`src/rtl/bcc_pkg.sv`:
```
package bcc_pkg;
   typedef enum logic [1:0] {
      COL_HOLD  = 2'd0,
      COL_LOAD  = 2'd1,
      COL_STEP  = 2'd2,
      COL_TRACK = 2'd3
   } col_act_e;
endpackage

```
`src/rtl/bcc_access_ctl.sv`:
```
module bcc_access_ctl
   import bcc_pkg::*;
(
   input  logic     clk,
   input  logic     rst,
   input  logic     cfg_latch_en,
   input  logic     cfg_burst_pol,
   input  logic     strobe,
   input  logic     chip_sel,
   input  logic     latch_hold,
   input  logic     burst_req,
   input  logic     adv,
   output logic     start,
   output logic     burst_active,
   output col_act_e act
);
   logic strobe_q;
   logic req_act;

   assign req_act = cfg_burst_pol ? burst_req : ~burst_req;
   assign start   = strobe & ~strobe_q & chip_sel;

   always_ff @(posedge clk) begin
      if (rst) begin
         strobe_q     <= 1'b0;
         burst_active <= 1'b0;
      end else begin
         strobe_q <= strobe;
         if (start)
            burst_active <= req_act;
         else if (!req_act)
            burst_active <= 1'b0;
      end
   end

   always_comb begin
      if (start)
         act = (cfg_latch_en && latch_hold) ? COL_HOLD : COL_LOAD;
      else if (burst_active && !req_act)
         act = COL_HOLD;
      else if (burst_active && adv)
         act = COL_STEP;
      else if (!burst_active && !cfg_latch_en)
         act = COL_TRACK;
      else
         act = COL_HOLD;
   end

   // burst state follows request level sampled at the start
   a_r6_burst_set: assert property (@(posedge clk) disable iff (rst)
      (start && req_act) |=> burst_active);
   a_r6_burst_clr: assert property (@(posedge clk) disable iff (rst)
      (start && !req_act) |=> !burst_active);
   // a strobe without chip select does not open a burst
   a_r4_no_cs: assert property (@(posedge clk) disable iff (rst)
      (!chip_sel && !burst_active) |=> !burst_active);
   // inactive request ends the burst
   a_r10_burst_end: assert property (@(posedge clk) disable iff (rst)
      (burst_active && !req_act && !start) |=> !burst_active);
endmodule

```
`src/rtl/bcc_col_step.sv`:
```
module bcc_col_step #(
   parameter int COL_W     = 10,
   parameter int BURST_LEN = 4
) (
   input  logic [COL_W-1:0] col,
   input  logic             linear_en,
   output logic [COL_W-1:0] nxt,
   output logic             crossing
);
   localparam int WRAP_W = $clog2(BURST_LEN);

   logic [COL_W:0]   sum;
   logic [COL_W-1:0] wrapped;

   assign sum = {1'b0, col} + (COL_W+1)'(1);

   generate
      if (WRAP_W == COL_W) begin : g_wrap_full
         assign wrapped = sum[COL_W-1:0];
      end else begin : g_wrap_part
         assign wrapped = {col[COL_W-1:WRAP_W], sum[WRAP_W-1:0]};
      end
   endgenerate

   assign nxt      = linear_en ? sum[COL_W-1:0] : wrapped;
   assign crossing = linear_en & sum[COL_W];
endmodule

```
`src/rtl/burst_col_counter.sv`:
```
module burst_col_counter
   import bcc_pkg::*;
#(
   parameter int COL_W     = 10,
   parameter int BURST_LEN = 4
) (
   input  logic             clk,
   input  logic             rst,
   input  logic             cfg_latch_en,
   input  logic             cfg_burst_pol,
   input  logic [COL_W-1:0] col_in,
   input  logic             strobe,
   input  logic             chip_sel,
   input  logic             latch_hold,
   input  logic             linear_en,
   input  logic             burst_req,
   input  logic             adv,
   output logic [COL_W-1:0] col_out,
   output logic             burst_active,
   output logic             page_cross
);
   localparam int WRAP_W = $clog2(BURST_LEN);

   generate
      if (COL_W < 2) begin : g_chk_w
         $error("COL_W must be at least 2");
      end
      if (BURST_LEN < 2 || (1 << WRAP_W) != BURST_LEN) begin : g_chk_bl
         $error("BURST_LEN must be a power of two, at least 2");
      end
      if (WRAP_W > COL_W) begin : g_chk_fit
         $error("BURST_LEN exceeds column range");
      end
   endgenerate

   col_act_e         act;
   logic             start;
   logic [COL_W-1:0] col_q;
   logic [COL_W-1:0] col_nxt;
   logic             crossing;

   bcc_access_ctl u_ctl (
      .clk          (clk),
      .rst          (rst),
      .cfg_latch_en (cfg_latch_en),
      .cfg_burst_pol(cfg_burst_pol),
      .strobe       (strobe),
      .chip_sel     (chip_sel),
      .latch_hold   (latch_hold),
      .burst_req    (burst_req),
      .adv          (adv),
      .start        (start),
      .burst_active (burst_active),
      .act          (act)
   );

   bcc_col_step #(.COL_W(COL_W), .BURST_LEN(BURST_LEN)) u_step (
      .col      (col_q),
      .linear_en(linear_en),
      .nxt      (col_nxt),
      .crossing (crossing)
   );

   always_ff @(posedge clk) begin
      if (rst) begin
         col_q      <= '0;
         page_cross <= 1'b0;
      end else begin
         page_cross <= 1'b0;
         unique case (act)
            COL_LOAD, COL_TRACK: col_q <= col_in;
            COL_STEP: begin
               col_q      <= col_nxt;
               page_cross <= crossing;
            end
            default: col_q <= col_q;
         endcase
      end
   end

   assign col_out = col_q;

   // reset clears column and flag
   a_r1_reset_clear: assert property (@(posedge clk)
      rst |=> (col_out == '0 && !page_cross && !burst_active));
   // capture at start in latch mode
   a_r2_capture: assert property (@(posedge clk) disable iff (rst)
      (start && cfg_latch_en && !latch_hold) |=> col_out == $past(col_in));
   // latch-disable keeps the column
   a_r3_hold_at_start: assert property (@(posedge clk) disable iff (rst)
      (start && cfg_latch_en && latch_hold) |=> $stable(col_out));
   // linear advance
   a_r7_linear_step: assert property (@(posedge clk) disable iff (rst)
      (!start && act == COL_STEP && linear_en)
         |=> col_out == $past(col_out) + COL_W'(1));
   // wrapped advance keeps the upper bits
   a_r8_wrap_upper: assert property (@(posedge clk) disable iff (rst)
      (!start && act == COL_STEP && !linear_en)
         |=> (col_out >> WRAP_W) == ($past(col_out) >> WRAP_W));
   // page flag lasts one cycle and lands on column zero
   a_r9_cross_pulse: assert property (@(posedge clk) disable iff (rst)
      page_cross |=> !page_cross);
   a_r9_cross_zero: assert property (@(posedge clk) disable iff (rst)
      page_cross |-> col_out == '0);
   // idle latch mode ignores advance and input changes
   a_r11_idle_stable: assert property (@(posedge clk) disable iff (rst)
      (!start && !burst_active && cfg_latch_en) |=> $stable(col_out));
endmodule

```
`config.mk`:
```
export PLATFORM = sky130hd
export DESIGN_NAME = burst_col_counter
export DESIGN_NICKNAME = d
export VERILOG_FILES = /design/src/rtl/bcc_pkg.sv /design/src/rtl/bcc_access_ctl.sv /design/src/rtl/bcc_col_step.sv /design/src/rtl/burst_col_counter.sv
export SDC_FILE = /design/constraint.sdc
export NUM_CORES = 1
export LEC_CHECK = 0
export BUFFER_PORTS_ARGS = -buffer_cell sky130_fd_sc_hd__buf_2
export CORE_MARGIN = 10
export CORE_UTILIZATION = 49
export CTS_CLUSTER_SIZE = 40
export DETAILED_ROUTE_END_ITERATION = 8
export PLACE_DENSITY = 0.82
export SKIP_LAST_GASP = 1
export SLEW_MARGIN = 5
export SYNTH_ARGS = -nofsm -noshare
export SYNTH_HDL_FRONTEND = slang
export SYNTH_SLANG_ARGS = --single-unit
export TNS_END_PERCENT = 30
```
`constraint.sdc`:
```
create_clock -name clk -period 2.8 [get_ports clk]
set_input_delay 0.56 -clock clk [delete_from_list [all_inputs] [get_ports clk]]
set_output_delay 0.56 -clock clk [all_outputs]
set_load 0.02 [all_outputs]
```
# Word-level counts from Yosys, hierarchy flattened
# Cells that the tools add are included.
op_classes:
  eq_ne: 5
  n_addsub: 1
  muxes: 10
  reduce_logical: 11
  n_bitwise: 6
op_table:
  columns: ["operator", "count"]
  rows:
  - ["10-bit one-hot mux with 2 select lines", 1]
  - ["10-bit by 1-bit adder with 11-bit output, second input constant", 1]
  - ["10-bit 2-to-1 mux", 1]
  - ["2-bit 2-to-1 mux", 4]
  - ["2-bit equality test, second input constant", 2]
  - ["1-bit logical AND", 4]
  - ["1-bit 2-to-1 mux", 4]
  - ["2-bit inequality test, second input constant", 2]
  - ["2-bit OR reduction", 2]
  - ["1-bit AND", 3]
  - ["1-bit logical NOT", 3]
  - ["1-bit inverter", 3]
  - ["2-bit by 1-bit equality test with 1-bit output, second input constant", 1]
  - ["2-bit AND reduction", 1]
  - ["2-bit nonzero test", 1]
word_totals:
  register_bits: 13
  wordCells: 38
  inputBits: 20

# Depth between registers and ports, before layout
# Gate-level depths: netlist of the first run.
depth:
  word_depth: 10
  depth_mapped: 6
  depth_no_buf: 5

# Hierarchy
# From an unflattened synthesis of the first run, not the netlist that was laid out.
unflattened:
  hier_cells: 82
  hier_area_um2: 777.0
modules_own_cells:
  columns: ["mod", "area_each_um2", "cells_per_inst", "seq_area_each_um2", "n_inst"]
  rows:
  - ["burst_col_counter", 490.5, 46, 220.2, 1]
  - ["bcc_col_step", 162.7, 23, 0.0, 1]
  - ["bcc_access_ctl", 123.9, 13, 40.0, 1]

# Least setup slack after synthesis of the first run
# No wires, ideal clock.
synth_timing:
  path_kind: "input to register"
  start: "input port strobe"
  end: "register col_q[8], in the netlist col_out[8]"
  path_stages: 6
  arrival_time_ps: 1894
  n_path_buf: 1
  slack_ps: 835
  path_cell_list: "and3b_4 or3_1 buf_2 or4_1 a21o_1 a21oi_1"
synth_between:
  elab_chain_cells: 7
synth_lines:
  columns: ["item", "line_no", "text"]
  rows:
  - ["start, declared", "burst_col_counter.sv:12", "input logic strobe,"]
  - ["1-bit AND (*) (2 in series)", "bcc_access_ctl.sv:21", "assign start = strobe & ~strobe_q & chip_sel;"]
  - ["2-bit 2-to-1 mux (*)", "bcc_access_ctl.sv:37", "if (start)"]
  - ["2-bit by 1-bit equality test with 1-bit output or 2-bit equality test (tied branches)", "burst_col_counter.sv:70", "unique case (act)"]
  - ["2-bit OR reduction", "burst_col_counter.sv:70", null]
  - ["2-bit nonzero test (no source line)", null, null]
  - ["2-bit AND reduction (no source line)", null, null]
  - ["end signal, assigned", "burst_col_counter.sv:71", "COL_LOAD, COL_TRACK: col_q <= col_in;"]
  - ["end signal, assigned", "burst_col_counter.sv:73", "col_q <= col_nxt;"]
  - ["end signal, assigned", "burst_col_counter.sv:76", "default: col_q <= col_q;"]
  - ["end, declared", "burst_col_counter.sv:38", "logic [COL_W-1:0] col_q;"]
# Mark *: on every way between the ends. The rest lies on a longest branch, timed or not.
# A chain may end at the register's enable or synchronous reset.

# Worst setup path in the final report of the first run
layout_timing:
  start: "register u_ctl.burst_active"
  end: "register col_q[4], in the netlist col_out[4]"
layout_between:
  elab_chain_cells: 10
layout_lines:
  columns: ["item", "line_no", "text"]
  rows:
  - ["start, declared", "bcc_access_ctl.sv:14", "output logic burst_active,"]
  - ["start signal, assigned", "bcc_access_ctl.sv:30", "burst_active <= req_act;"]
  - ["1-bit logical NOT", "bcc_access_ctl.sv:43", "else if (!burst_active && !cfg_latch_en)"]
  - ["1-bit logical AND", "bcc_access_ctl.sv:43", null]
  - ["2-bit 2-to-1 mux", "bcc_access_ctl.sv:43", null]
  - ["2-bit 2-to-1 mux", "bcc_access_ctl.sv:41", "else if (burst_active && adv)"]
  - ["2-bit 2-to-1 mux (*)", "bcc_access_ctl.sv:39", "else if (burst_active && !req_act)"]
  - ["2-bit 2-to-1 mux (*)", "bcc_access_ctl.sv:37", null]
  - ["2-bit by 1-bit equality test with 1-bit output or 2-bit equality test (tied branches)", "burst_col_counter.sv:70", null]
  - ["2-bit OR reduction", "burst_col_counter.sv:70", null]
  - ["2-bit nonzero test (no source line)", null, null]
  - ["2-bit AND reduction (no source line)", null, null]
# Marks and branches as above.

==> metrics list, run 1 <==
* Outcome: finished clean
- After the first detailed-routing iteration, the DRC count stood at 9.
- Once the floorplan was initialized, standard cells occupied between 50% and 60% of the core.
* Maximum net fanout on the critical path: 7
- After technology mapping, the gate count stands at 90.
* Final RePlAce weighted congestion: 0.813
* Arrival time at the worst endpoint: approximately 2100 ps
- The netlist uses 35 different library cells.
- STA classifies the critical path endpoint as a flop.
- Cell family with most CP delay: compound AO/OA/AOI/OAI gates
* FF+latch count, synth: 13
* Top cells by area, synth: sky130_fd_sc_hd__dfxtp_1 34%, sky130_fd_sc_hd__a21oi_1 5.3%, sky130_fd_sc_hd__xor2_1 4.6%
- Total iterations of the first detailed-routing run: 4
- Summed over all failing endpoints, the final setup total negative slack is 0 ps.
- Cell area after synthesis: around 760 µm²
- The tool flagged a number of max-cap violations equal to 0.
* Kind of launch point of the worst setup path: flop
- The later pin in the worst-skew pair is clocked with a latency of roughly 270 ps.
- In the final routed layout, each cell accounts on average for 15.6 µm.
* Buffer type at the clock tree root: sky130_fd_sc_hd__clkbuf_4
- The floorplan has 14 rows.
* Setup repair after global routing missed its margin: no
- Final Core Density: 63.7%
- IR analysis of the VDD net gives a maximum drop of between 200 and 300 µV.
* Top-area cell type share of the netlist area: 34.3%
- Required time reported for the critical path endpoint: between 2000 and 3000 ps
- Maximum clock frequency: 0.521 GHz
- For this block, the routed nets add up to 2150 µm of wire.
* Minimum clock period: around 1900 ps
- Setup-failing EPs final: 0
* Vertical extent of the die: about 59 µm
- Between clock sinks in the finished design, the worst skew comes to 6.99 ps.
* Seq/Total Area, Yosys: 34.3%
- For this design, the CTS-stage hold fixing added 0 buffers.
* Layout cell share with drive strength beyond 1: between 30% and 40%
* Die W: 59.4 µm
- The hold violation count in the final report was 0.
- Final hold slack: 501 ps
- Average via count per standard cell: approximately 5.8
- Commonest non-fill, non-tap cells in the layout: 31 x sky130_fd_sc_hd__buf_2, 13 x sky130_fd_sc_hd__dfxtp_1, 8 x sky130_fd_sc_hd__a21oi_1
* Most frequent standard cell in the layout excluding fill and tap cells: sky130_fd_sc_hd__buf_2
* Count of inserted antenna diode cells: 0
* Crit-path max cell delay: about 580 ps
- The number of antenna violations at the first check in global routing was 0.
- The number of global-route vias before repair is 811.
* Post-synth net total: around 110
- TritonCTS created 3 clock buffers.
* Overflow left after global routing: 0
- The total count of max-transition violations in the final report is 0.
- Slew at the pin closest to its max-slew limit: 700 ps
- Classification of the worst setup path: flop to flop
* Headroom to the max-slew limit: between 50% and 60%
- Placed cell area: 922 µm²
- Clock Sink Count: 13
- Port buffer count: 31
* Post-CTS setup buffer count: 0
- Entering global routing, the biggest net connects 15 pins.
- Power density over the cells: around 450 nW/µm²
- After floorplanning, the core was sized to cover 1490 µm².
- Summed over all instances, the cell type with the most area after synthesis is sky130_fd_sc_hd__dfxtp_1.
- Leakage power: approximately 0.42 nW
* Min-delay worst type: flop to flop
- Number of nets in the final layout: roughly 140
* Number of primary I/O pins: 32
- Count of vias placed by the detailed router: 794
* Overall track demand over capacity in global routing: 12.5%
- The clock passes through at most 2 buffers.
- The detail route stage leaves a number of antenna-violating nets equal to 0.
- Global-route wire length before repair: around 3600 µm
- H-tree lvl count: 1
* CTS tree: done
- Power comes to between 0.4 and 0.5 mW.
- Count of yosys warnings during synthesis: 0
- The signal on the critical path passes through or2_1, a221oi_2, nand3_1, xor2_1, a211oi_1.
- Worst reg2reg setup slack: 880 ps
- Clk slew on worst S/H paths: ~80 ps
* Placed wire-length estimate after detailed placement: around 1700 µm
* Non-Filler Cell Area, Final: approximately 950 µm²
- Standard cell with the maximum stage delay on the critical path: sky130_fd_sc_hd__a221oi_2
- The die covers ~3500 µm².
- Once the clock tree was built, the resizer swapped 0 gates to a different size.
* Buffers and inverters on the worst path: 0
- In the routed design, unresolved DRC markers number 0.
* Layout overhead on the synthesized area: 24.9%
- In the finished design, the share of the clock period the worst path needs comes to around two thirds.
- Per-instance average area after synthesis: 8.44 µm²
logic make-up after synthesis:
group / count (synthesis) / share of synthesized area, %
simple gates: 40 / 30.5
compound gates: 27 / 24.9
flops: 13 / 34.3
xor+xnor: 5 / 5.77
buf+inv: 3 / 1.65
mux: 1 / 1.32
fa+ha+maj: 1 / 1.65
sequential cells by signal, summed over array words and instances (netlist names):
signal,flops
u_ctl.burst_active,1
col_out,10
u_ctl.strobe_q,1
page_cross,1
through the flow:
stage                     instances  setup slack [ps]
final                           138               879
after detailed placement        134               630
after CTS                       138               868
after global routing            138               696
after global placement          134               661
after floorplan                  90               835
cells in the mapped netlist, drive strengths merged:
cell type and count:
o21ai 4, nor2b 1, xnor2 1, nand4b 2, a21o 4, nand4 1, clkbuf 2, and3b 1
o32ai 1, and3 4, xor2 4, nand2b 1, a22o 1, nand3 4, a221oi 1, dfxtp 13
and2 2, or3 1, a211oi 5, buf 1, mux2i 1, nand4bb 1, a22oi 1, or2 1
nor2 7, o21a 1, nand3b 3, nand2 6, or4 1, ha 1, a21oi 9, nor3 4
per-layer routing:
metal  vias up  wire [µm]  track usage, %
li1        402          -               -
met1       363        840            14.0
met2        23       1110            20.2
met3         6        166            4.72
met4         0         36            5.57
met5         -          0               0
cell type report:
type,instances,area [µm²]
Fill cell,152,541
Timing Repair Buffer,31,155
Clock buffer,4,26.3
Multi-Input combinational cell,74,487
Tap cell,16,20.0
Sequential cell,13,260
power breakdown:
part           leakage, nW  internal [mW]  switching [mW]
clock               0.0150         0.0551          0.0601
sequential           0.107          0.198          0.0135
combinational        0.298         0.0433          0.0586
tightest hold or removal path, delay by kind of cell (launching register included):
family | cells | cell delay (ps)
simple gates | 2 | 130
flops | 1 | 330
final timing paths:
kind	to	start	depth (start not counted)
setup reg to reg	col_out[4]	u_ctl.burst_active	5
hold reg to reg	page_cross	col_out[9]	2
hold / removal	page_cross	col_out[9]	2
setup / recovery	col_out[4]	u_ctl.burst_active	5
Power figures use the tool's default switching activity.
==> run 2, diff against run 1 <==
- CORE_UTILIZATION: 49 -> 46
- PLACE_DENSITY: 0.82 -> 0.77
- clock period: 2.8 -> 1.8 ns (I/O delays scaled with it)
==> metrics list, run 2 (synthesis results as in run 1) <==
- The leftover overflow at the end of global routing came to 0 (unchanged).
- The count of final setup violators came to 0 (unchanged).
- The hold violation count in the final report is 0 (unchanged).
- Kind of launch point of the worst setup path: flop (unchanged)
- H-tree lvl count: 1 (unchanged)
* Number of placement rows: 14 (unchanged)
- Initial antenna violation count: 0 (unchanged)
* Clock Sink Count: 13 (unchanged)
- The total wirelength of the detailed-routed design was 2050 µm (was 2150 µm).
- The leakage component of the power came to 0.452 nW (was 0.421 nW).
- Slew at the pin closest to its max-slew limit: 391 ps (was 700 ps)
* Count of inserted antenna diode cells: 0 (unchanged)
- Setup crit end: col_out[8] (was col_out[4])
- The total vias in the final route was 803 (was 794).
* DRC errors left: 0 (unchanged)
- The remaining antenna violation count is 0 (unchanged).
- The number of buffers inserted by post-CTS setup repair was 0 (unchanged).
- Max reg flops: 10 (unchanged)
* Clk slew on worst S/H paths: 80 ps (about the same)
* Clock tree skew after final layout: 4.26 ps (was 6.99 ps)
* Maximum clock frequency: 0.594 GHz (was 0.521 GHz)
- The area growth from synthesis to layout came to 32.3% (was 24.9%).
* Placed wire-length estimate after detailed placement: 1650 µm (was 1680 µm)
- Arrival time at the worst endpoint: 1890 ps (was 2100 ps)
- The clock buffer count from CTS is 3 (unchanged).
- The headroom to the max-slew limit came to 73.9% (was 53.0%).
* Final Core Density: 65.2% (was 63.7%)
- The area of the core region came to 1540 µm² (was 1490 µm²).
- The required time of the worst setup path came to 2010 ps (was 2980 ps).
- The shortest period the worst path allows was 1680 ps (was 1920 ps).
* Outcome: finished clean (unchanged)
- The number of vias per cell after detailed routing came to 5.58 (was 5.75).
- The share of final-layout standard cells stronger than drive strength 1 is 37.5% (was 32.0%).
- The maximum clock insertion buffer count came to 2 (unchanged).
- The source of the worst register-to-register timing path is u_ctl.strobe_q (was u_ctl.burst_active).
- Global-route wire length before repair: 3650 µm (was 3560 µm)
- Final RePlAce weighted congestion: 0.811 (was 0.813)
* CTS tree: done (unchanged)
- The total of hold buffers inserted after clock tree synthesis was 0 (unchanged).
- The vertical die dimension is 60.6 µm (was 59.4 µm).
- The number of buffers inserted by port buffering came to 31 (unchanged).
- Number of nets in the final layout: 150 (was 144)
* Worst vdd rail ir drop: 376 µV (was 269 µV)
* Power density over the cells: 669 nW/µm² (was 452 nW/µm²)
* Maximum net fanout on the critical path: 3 (was 7)
- Sort of element at the end of the critical path: flop (unchanged)
- The die width is 60.6 µm (was 59.4 µm).
- The area of the die is 3680 µm² (was 3520 µm²).
- Number of cell instances on the worst register-to-register path: 5 (unchanged)
- The average wire per cell in the routed design came to 14.3 µm (was 15.6 µm).
- Classification of the worst setup path: flop to flop (unchanged)
- The final non-filler cell total came to 144 (was 138).
* Vias in the first global route: 859 (was 811)
* Number of primary I/O pins: 32 (unchanged)
- Largest net degree at the start of global routing: 15 (unchanged)
* Crit. Startpoint: u_ctl.strobe_q (was u_ctl.burst_active)
- The worst min-delay path category was input port to flop (was flop to flop).
* Most frequent standard cell in the layout excluding fill and tap cells: sky130_fd_sc_hd__buf_2 (unchanged)
- The start point of the worst min-delay path is strobe (was col_out[9]).
- Commonest non-fill, non-tap cells in the layout: 31 x sky130_fd_sc_hd__buf_2, 10 x sky130_fd_sc_hd__dfxtp_1, 8 x sky130_fd_sc_hd__a21oi_1 (was 31 x sky130_fd_sc_hd__buf_2, 13 x sky130_fd_sc_hd__dfxtp_1, 8 x sky130_fd_sc_hd__a21oi_1)
- Number of DRC violations after detailed-routing iteration 0: 8 (was 9)
* Fin crit share: 93.5% (was 68.6%)
- The iteration count of the initial detailed-routing pass is 4 (unchanged).
- Setup repair after global routing missed its margin: no (unchanged)
* Reg2reg end: col_out[8] (was col_out[4])
* Standard cell with the maximum stage delay on the critical path: sky130_fd_sc_hd__or4_1 (was sky130_fd_sc_hd__a221oi_2)
- Buffer type at the clock tree root: sky130_fd_sc_hd__clkbuf_4 (unchanged)
- Max-cap check violation count: 0 (unchanged)
* Final slew viol count: 0 (unchanged)
* Overall track demand over capacity in global routing: 12.4% (was 12.5%)
* Latest clock arrival within the worst-skew pair: 270 ps (about the same)
- Initial Util: 49.3% (was 51.0%)
- The biggest cell delay along the critical path was 410 ps (was 580 ps).
* Cell count after placement: 140 (was 134)
- The reg-to-reg setup timing slack came to 120 ps (was 880 ps).
- Cells traversed along the worst timing path: and3b_4, or3_1, or4_1, a21o_1, a21oi_1 (was or2_1, a221oi_2, nand3_1, xor2_1, a211oi_1)
run 2: changes by cell type in the layout (fill, tap and decap cells not counted):
cell / delta
sky130_fd_sc_hd__a21oi_2: -1
sky130_fd_sc_hd__dfxtp_2: +3
sky130_fd_sc_hd__dfxtp_1: -3
sky130_fd_sc_hd__a21oi_4: +1
sky130_fd_sc_hd__buf_4: +6
run 2: what timing repair did:
item                                   4_1_cts  5_1_grt
setup endpoints to repair                    0        4
gates resized for setup                      0        3
endpoints found under the hold margin        0        0
run 2: metal layers:
| metal | global-route usage [%] | wire length (µm) | vias up |
|---|---|---|---|
| met5 | 0 | 0 | - |
| met4 | 4.70 | 9 | 0 |
| met3 | 3.55 | 152 | 2 |
| met2 | 20.4 | 971 | 19 |
| met1 | 15.0 | 920 | 366 |
| li1 | - | - | 416 |
run 2: power breakdown:
part	internal [mW]	switching, mW	leakage, nW
Sequential	0.308	0.0209	0.108
Clock	0.0857	0.0911	0.0150
Combinational	0.0749	0.0915	0.328
Total	0.469	0.203	0.452
run 2: final cells by class:
| class | instances | area [µm²] |
|---|---|---|
| Timing Repair Buffer | 37 | 200 |
| Clock buffer | 4 | 26.3 |
| Sequential cell | 13 | 264 |
| Tap cell | 16 | 20.0 |
| Fill cell | 140 | 537 |
| Multi-Input combinational cell | 74 | 494 |
run 2: per-stage QoR:
stage	power [mW]	hold slack [ps]	worst slack [ps]	setup TNS [ps]	instance area [µm²]
floorplan	0.433	432	34.9	0	761
CTS	0.679	349	78.5	0	995
global placement	0.496	483	30.3	0	968
global route	0.723	355	5.60	0	1000
detailed placement	0.500	492	-25.3	-25.3	968
finish	0.672	353	117	0	1000
run 2: worst min path at each step:
stage          cells past startpoint             end  slack (ps)
3_5_place_dp                       2      col_out[9]         490
6_report                           2  u_ctl.strobe_q         350
3_3_place_gp                       2      page_cross         480
5_1_grt                            3      col_out[0]         360
4_1_cts                            2  u_ctl.strobe_q         350
2_1_floorplan                      1  u_ctl.strobe_q         430
run 2: worst max-delay path: cells and delay by family (launching register included):
family	cells	cell delay [ps]
AOI/OAI and AO/OA	2	300
DFF	1	340
and+or+nand+nor	3	990
